## config.mk

```make
export PLATFORM = sky130hd
export DESIGN_NAME = conv_hs_top
export DESIGN_NICKNAME = d
export VERILOG_FILES = /design/src/rtl/conv_hs_pkg.sv /design/src/rtl/conv_eoc_sync.sv /design/src/rtl/conv_ctrl.sv /design/src/rtl/conv_datapath.sv /design/src/rtl/conv_hs_top.sv
export SDC_FILE = /design/constraint.sdc
export NUM_CORES = 1
export LEC_CHECK = 0
export ABC_AREA = 1
export BUFFER_PORTS_ARGS = -buffer_cell sky130_fd_sc_hd__clkbuf_2
export CORE_MARGIN = 2
export CORE_UTILIZATION = 45
export CTS_CLUSTER_SIZE = 25
export DETAILED_ROUTE_END_ITERATION = 8
export PLACE_DENSITY = 0.75
export SLEW_MARGIN = 20
export SYNTH_ARGS = -nofsm -noshare
export SYNTH_HDL_FRONTEND = slang
export SYNTH_SLANG_ARGS = --single-unit
```

## constraint.sdc

```tcl
create_clock -name clk -period 1.5 [get_ports clk]
set_input_delay 0.3 -clock clk [delete_from_list [all_inputs] [get_ports clk]]
set_output_delay 0.3 -clock clk [all_outputs]
set_load 0.01 [all_outputs]
```

## src/rtl/conv_hs_pkg.sv

```systemverilog
package conv_hs_pkg;

  localparam int REG_ADDR_W = 2;

  localparam logic [REG_ADDR_W-1:0] ADDR_CMD    = 2'd0;
  localparam logic [REG_ADDR_W-1:0] ADDR_IEN    = 2'd1;
  localparam logic [REG_ADDR_W-1:0] ADDR_RESULT = 2'd2;
  localparam logic [REG_ADDR_W-1:0] ADDR_IRQCLR = 2'd3;

  localparam int STAT_READY_BIT = 0;
  localparam int STAT_BUSY_BIT  = 1;
  localparam int STAT_PEND_BIT  = 2;

  // strobes and flags handed from control to datapath
  typedef struct packed {
    logic captureNow;
    logic readyFlag;
    logic busyFlag;
    logic pendFlag;
    logic ienFlag;
  } ctrl_strobes_t;

endpackage

```

## src/rtl/conv_eoc_sync.sv

```systemverilog
module conv_eoc_sync #(
  parameter int SYNC_STAGES = 2
) (
  input  logic clk,
  input  logic rstN,
  input  logic eocAsync,
  output logic eocRise
);

  logic [SYNC_STAGES-1:0] syncChain;
  logic                   eocPrev;

  generate
    for (genvar s = 0; s < SYNC_STAGES; s++) begin : gStage
      if (s == 0) begin : gFirst
        always_ff @(posedge clk or negedge rstN) begin
          if (!rstN) syncChain[s] <= 1'b1;
          else       syncChain[s] <= eocAsync;
        end
      end else begin : gNext
        always_ff @(posedge clk or negedge rstN) begin
          if (!rstN) syncChain[s] <= 1'b1;
          else       syncChain[s] <= syncChain[s-1];
        end
      end
    end
  endgenerate

  always_ff @(posedge clk or negedge rstN) begin
    if (!rstN) eocPrev <= 1'b1;
    else       eocPrev <= syncChain[SYNC_STAGES-1];
  end

  assign eocRise = syncChain[SYNC_STAGES-1] & ~eocPrev;

endmodule

```

## src/rtl/conv_ctrl.sv

```systemverilog
module conv_ctrl
  import conv_hs_pkg::*;
(
  input  logic                  clk,
  input  logic                  rstN,
  input  logic                  regWrEn,
  input  logic                  regRdEn,
  input  logic [REG_ADDR_W-1:0] regAddr,
  input  logic                  wrBit0,
  input  logic                  eocRise,
  output logic                  startOut,
  output logic                  irqOut,
  output ctrl_strobes_t         strobes
);

  logic startCmd, startAccept, captureNow, resultRead, irqClr, ienWrite;
  logic busy, ready, pend, ien, startPulse;

  assign startCmd    = regWrEn && (regAddr == ADDR_CMD) && wrBit0;
  assign startAccept = startCmd && !busy;
  assign captureNow  = eocRise && busy;
  assign resultRead  = regRdEn && (regAddr == ADDR_RESULT);
  assign irqClr      = regWrEn && (regAddr == ADDR_IRQCLR) && wrBit0;
  assign ienWrite    = regWrEn && (regAddr == ADDR_IEN);

  always_ff @(posedge clk or negedge rstN) begin
    if (!rstN) begin
      startPulse <= 1'b0;
      busy       <= 1'b0;
      ready      <= 1'b0;
      pend       <= 1'b0;
      ien        <= 1'b0;
    end else begin
      startPulse <= startAccept;
      if (startAccept)     busy <= 1'b1;
      else if (captureNow) busy <= 1'b0;
      if (captureNow)      ready <= 1'b1;
      else if (resultRead) ready <= 1'b0;
      if (captureNow)                pend <= 1'b1;
      else if (resultRead || irqClr) pend <= 1'b0;
      if (ienWrite) ien <= wrBit0;
    end
  end

  assign startOut = startPulse;
  assign irqOut   = pend & ien;

  always_comb begin
    strobes            = '0;
    strobes.captureNow = captureNow;
    strobes.readyFlag  = ready;
    strobes.busyFlag   = busy;
    strobes.pendFlag   = pend;
    strobes.ienFlag    = ien;
  end

  assert_pulse_single_R2: assert property (@(posedge clk) disable iff (!rstN)
    startOut |=> !startOut);
  assert_start_sets_busy_R2: assert property (@(posedge clk) disable iff (!rstN)
    startOut |-> busy);
  assert_busy_blocks_start_R3: assert property (@(posedge clk) disable iff (!rstN)
    (busy && startCmd) |=> !startOut);
  assert_ready_from_edge_R4: assert property (@(posedge clk) disable iff (!rstN)
    $rose(ready) |-> $past(eocRise));
  assert_ready_cleared_by_read_R6: assert property (@(posedge clk) disable iff (!rstN)
    $fell(ready) |-> $past(resultRead));
  assert_pend_latched_R8: assert property (@(posedge clk) disable iff (!rstN)
    $fell(pend) |-> $past(resultRead || irqClr));
  assert_idle_edge_ignored_R9: assert property (@(posedge clk) disable iff (!rstN)
    (eocRise && !busy && !resultRead) |=> (ready == $past(ready)));

endmodule

```

## src/rtl/conv_datapath.sv

```systemverilog
module conv_datapath
  import conv_hs_pkg::*;
#(
  parameter int DATA_W = 8
) (
  input  logic                  clk,
  input  logic                  rstN,
  input  ctrl_strobes_t         strobes,
  input  logic [REG_ADDR_W-1:0] regAddr,
  input  logic [DATA_W-1:0]     convData,
  output logic [DATA_W-1:0]     regRdData
);

  logic [DATA_W-1:0] resultReg;
  logic [DATA_W-1:0] statusWord;
  logic [DATA_W-1:0] ienWord;

  always_ff @(posedge clk or negedge rstN) begin
    if (!rstN)                   resultReg <= '0;
    else if (strobes.captureNow) resultReg <= convData;
  end

  always_comb begin
    statusWord                 = '0;
    statusWord[STAT_READY_BIT] = strobes.readyFlag;
    statusWord[STAT_BUSY_BIT]  = strobes.busyFlag;
    statusWord[STAT_PEND_BIT]  = strobes.pendFlag;
    ienWord                    = '0;
    ienWord[0]                 = strobes.ienFlag;
  end

  always_comb begin
    case (regAddr)
      ADDR_CMD:    regRdData = statusWord;
      ADDR_IEN:    regRdData = ienWord;
      ADDR_RESULT: regRdData = resultReg;
      default:     regRdData = '0;
    endcase
  end

  assert_capture_value_R4: assert property (@(posedge clk) disable iff (!rstN)
    strobes.captureNow |=> (resultReg == $past(convData)));
  assert_result_hold_R9: assert property (@(posedge clk) disable iff (!rstN)
    !strobes.captureNow |=> $stable(resultReg));

endmodule

```

## src/rtl/conv_hs_top.sv

```systemverilog
module conv_hs_top
  import conv_hs_pkg::*;
#(
  parameter int DATA_W      = 8,
  parameter int SYNC_STAGES = 2
) (
  input  logic                  clk,
  input  logic                  rstN,
  input  logic                  regWrEn,
  input  logic                  regRdEn,
  input  logic [REG_ADDR_W-1:0] regAddr,
  input  logic [DATA_W-1:0]     regWrData,
  output logic [DATA_W-1:0]     regRdData,
  output logic                  startOut,
  input  logic                  eocIn,
  input  logic [DATA_W-1:0]     convData,
  output logic                  irqOut
);

  logic          eocRise;
  ctrl_strobes_t strobes;

  conv_eoc_sync #(.SYNC_STAGES(SYNC_STAGES)) uSync (
    .clk      (clk),
    .rstN     (rstN),
    .eocAsync (eocIn),
    .eocRise  (eocRise)
  );

  conv_ctrl uCtrl (
    .clk      (clk),
    .rstN     (rstN),
    .regWrEn  (regWrEn),
    .regRdEn  (regRdEn),
    .regAddr  (regAddr),
    .wrBit0   (regWrData[0]),
    .eocRise  (eocRise),
    .startOut (startOut),
    .irqOut   (irqOut),
    .strobes  (strobes)
  );

  conv_datapath #(.DATA_W(DATA_W)) uData (
    .clk       (clk),
    .rstN      (rstN),
    .strobes   (strobes),
    .regAddr   (regAddr),
    .convData  (convData),
    .regRdData (regRdData)
  );

endmodule

```

== Word-level counts from Yosys, hierarchy flattened ==
Index checks and enable logic that the tools add are counted.
Storage, ports and cells
  flip-flop bits (word level): 16
  input bits: 23
  output and inout bits: 10
  logic and storage cells: 36
Cells by class
  equal/unequal tests: 3
  multiplexer cells: 7
  bitwise operators: 3
  reduce and logical (&&, ||, !) cells: 14
Operators by type and width (count)
  $pmux W8 S3: 1
  $logic_and A1 B1 Y1: 8
  $mux W1: 6
  $reduce_bool A2 Y1: 3
  $eq A2 B2 Y1 const B: 2
  $and A1 B1 Y1: 2
  $eq A2 B1 Y1 const B: 1
  $logic_not A2 Y1: 1
  $logic_not A1 Y1: 1
  $logic_or A1 B1 Y1: 1
  $not A1 Y1: 1

== Depth between registers and ports, before layout ==
  depth after elaboration: 6
  gate-level depth with buffers: 5
  depth with buffers taken out: 5

== By module ==
A second synthesis with hierarchy kept.
Second synthesis, totals
  cell total of the unflattened synthesis: 92
  area total of the unflattened synthesis: 742.0 µm²
By module, submodules not included
  conv_datapath: times used 1, cells an instance 50, area an instance 384.1 µm²
  conv_ctrl: times used 1, cells an instance 37, area an instance 269.0 µm²
  conv_eoc_sync: times used 1, cells an instance 5, area an instance 88.8 µm²

== Worst setup path before layout ==
No wires, ideal clock.
  kind: in2out
  start: input regAddr[0]
  end: output regRdData[1]
  data arrival time: 0.726 ns
  path slack: 0.474 ns
  cell stages on the path: 3
  path buffers: 0
  cell sequence: nor2_1 inv_1 o21ai_1
On the way
  longest elaborated chain between the ends: 2
Ends and longest elaborated chain
  start, declared: RTL line conv_hs_top.sv:11  | input logic [REG_ADDR_W-1:0] regAddr,
  $eq A2 B2 Y1, or another cell as far along: RTL line conv_datapath.sv:33  | case (regAddr)
  $pmux W8 S3 *: RTL line conv_datapath.sv:33
  end, declared: RTL line conv_hs_top.sv:13  | output logic [DATA_W-1:0] regRdData,
Every way passes the cells marked *; elsewhere a longest branch is shown, timed or not.

== Worst setup path after layout ==
  start: register uCtrl.busy
  end: output regRdData[1]
On the way
  longest elaborated chain between the ends: 1
Ends and longest elaborated chain
  start, declared: RTL line conv_ctrl.sv:17  | logic busy, ready, pend, ien, startPulse;
  start signal, assigned: RTL line conv_ctrl.sv:29  | busy <= 1'b0;
  start signal, assigned: RTL line conv_ctrl.sv:35  | if (startAccept) busy <= 1'b1;
  start signal, assigned: RTL line conv_ctrl.sv:36  | else if (captureNow) busy <= 1'b0;
  $pmux W8 S3: RTL line conv_datapath.sv:33
No other way between the ends.

==> results_dict.tcl <==
set metrics [dict create \
    coreArea_um2 1540 \
    regArea_um2 404 \
    hold_ws_ns 0.100 \
    vias 611 \
    synth_top_area_share_pct 43.3 \
    die_w_um 44.9 \
    nets 141 \
    yosys-top-cells-area "dfrtp_1 43%, nand2_1 12%, inv_1 11%" \
    cts_setup_buffers 0 \
    arrival_ns 1.03 \
    clkTransAtPathRegs_ns 0.08 \
    clock_latency_ns 0.28 \
    cts_buffers 3 \
    rsz0062_at_grt "no" \
    ctsResizeCount 0 \
    cts_tree "yes" \
    hold_violations 0 \
    cts_root_buf "clkbuf_4" \
    final_common_cell "clkbuf_2" \
    dp.final_hpwl_um 984 \
    p_total_mw 1.27 \
    num_rows 14 \
    cp.required_ns 1.20 \
    h-tree-depth 1 \
    die-area_um2 2010 \
    synth_largest_area_cell "dfrtp_1" \
    grt.overflow.total 0 \
    drv_cap 0 \
    gp_congestion 0.775 \
    dpl_cell_area_um2 886 \
    tightest_slew_ns 0.392 \
    fin_area_um2 922 \
    maxSlewHeadroom_pct 73.9 \
    cp_max_fo 3 \
    drt_wl_total_mm 1.25 \
    syn-instance-count 88 \
    area_growth_pct 22.6 \
    die_h_um 44.9 \
    hp-class "in2reg" \
    wire_per_inst_um 9.40 \
    path_class "reg2out" \
    crit_path_end_kind "primary output" \
    syn-cell-area_um2 752 \
    drtAntennaViolNets 0 \
    final_cell_mix "25 x clkbuf_2, 24 x nand2_1, 23 x inv_1" \
    fmax_ghz 0.751 \
    io_pins 33 \
    antenna_found_initial 0 \
    min_period_over_period_pct 88.7 \
    final.setup.tns_ns 0 \
    p_per_area_nw_per_um2 1380 \
    grt_pass1_wl_mm 2.13 \
    drt_iter0_drc 4 \
    leakage_nw 0.570 \
    filler_cell_count 156 \
    grt_pass1_vias 565 \
    cts_sinks 16 \
    vias_per_cell 4.59 \
    synth_seq_cells 16 \
    vdd_drop_max_mv 0.728 \
    clockBufferDepth 2 \
    setup_viol 0 \
    dr.pass1.iters 4 \
    start_kind "flop" \
    initial_core_util_pct 48.8 \
    drc 0 \
    grtUsageTotal_pct 14.5 \
    drv_slew 0 \
    syn-num-nets 111 \
    port_buffers 25 \
    ys_types 12 \
    yosys_warnings 0 \
    min_period_ns 1.33 \
    antenna_cells 0 \
    grt_start_max_net_pins 20 \
    drive_gt1_share_pct 34.2 \
    postCtsHoldBufs 1 \
    multiInputGateArea_um2 250 \
    avgSynthCellArea_um2 8.55 \
    skew_ns 0.0123 \
    status "finished, final reports clean" \
    synth-seq-area-share_pct 53.7 \
]
registers in the layout, indices dropped and copies added (netlist names):
signal           cells
uData.resultReg      8
uSync.syncChain      2
uCtrl.pend           1
uCtrl.ready          1
uSync.eocPrev        1
uCtrl.startOut       1
uCtrl.ien            1
uCtrl.busy           1
area by class of cell:
class                      instances  area share (%)
sequential                        16            43.8
multi-input combinational         48            27.1
timing repair buffer              26            14.7
inverter                          23            9.36
clock buffer                       4            2.85
tap                               16            2.17
report_power, final:
group / internal, mW / switching, mW
clock network: 0.103 / 0.129
registers: 0.581 / 0.0885
logic: 0.165 / 0.207
total: 0.849 / 0.424
path summary, 6_finish.rpt:
path,startpoint,to,slack [ns],depth (start not counted)
max,uCtrl.busy,regRdData[1],0.17,3
min,eocIn,uSync.syncChain[0],0.10,1
max reg2reg,uSync.syncChain[1],uData.resultReg[5],0.41,3
min reg2reg,uSync.syncChain[0],uSync.syncChain[1],0.36,0
max in group asynchronous,rstN,uSync.eocPrev,0.71,2
min in group asynchronous,rstN,uData.resultReg[6],0.45,2
stage by stage:
stage               worst slack [ns]  instances  utilization [%]
floorplan                      0.474         88                -
finish                         0.169        133             59.8
global placement               0.183        128             57.5
global route                  0.0857        133             59.8
detailed placement             0.171        128             57.5
CTS                            0.143        133             59.8
routing by layer:
metal  vias to the layer above  global-route usage, %  share of wire, %
li1                        318                      -                 -
met1                       273                   16.7                45
met3                         2                   2.40               6.5
met4                         0                   8.82              0.72
met2                        18                   25.2                48
met5                         -                      0                 0
synthesized netlist by cell type, drive strengths merged:
cell type and instances:
buf 1, dfrtp 13, dfstp 3, inv 23, nand2 24, nand3 6, nand3b 1, nor2 7
o21ai 10
worst max-delay path, cell delays in order (launching register included):
cell	delay, ns
dfrtp_1	0.41
inv_1	0.07
o21ai_1	0.13
clkbuf_2	0.14
cells by family (layout without fill, tap and decap cells):
family	after synthesis	count (layout)	share of synthesized area, %
buffers and inverters	24	53	13.0
DFF	16	16	53.7
AOI/OAI and AO/OA	10	10	10.1
and+or+nand+nor	38	38	23.1
Note: power is estimated with default switching activity, not from simulation.
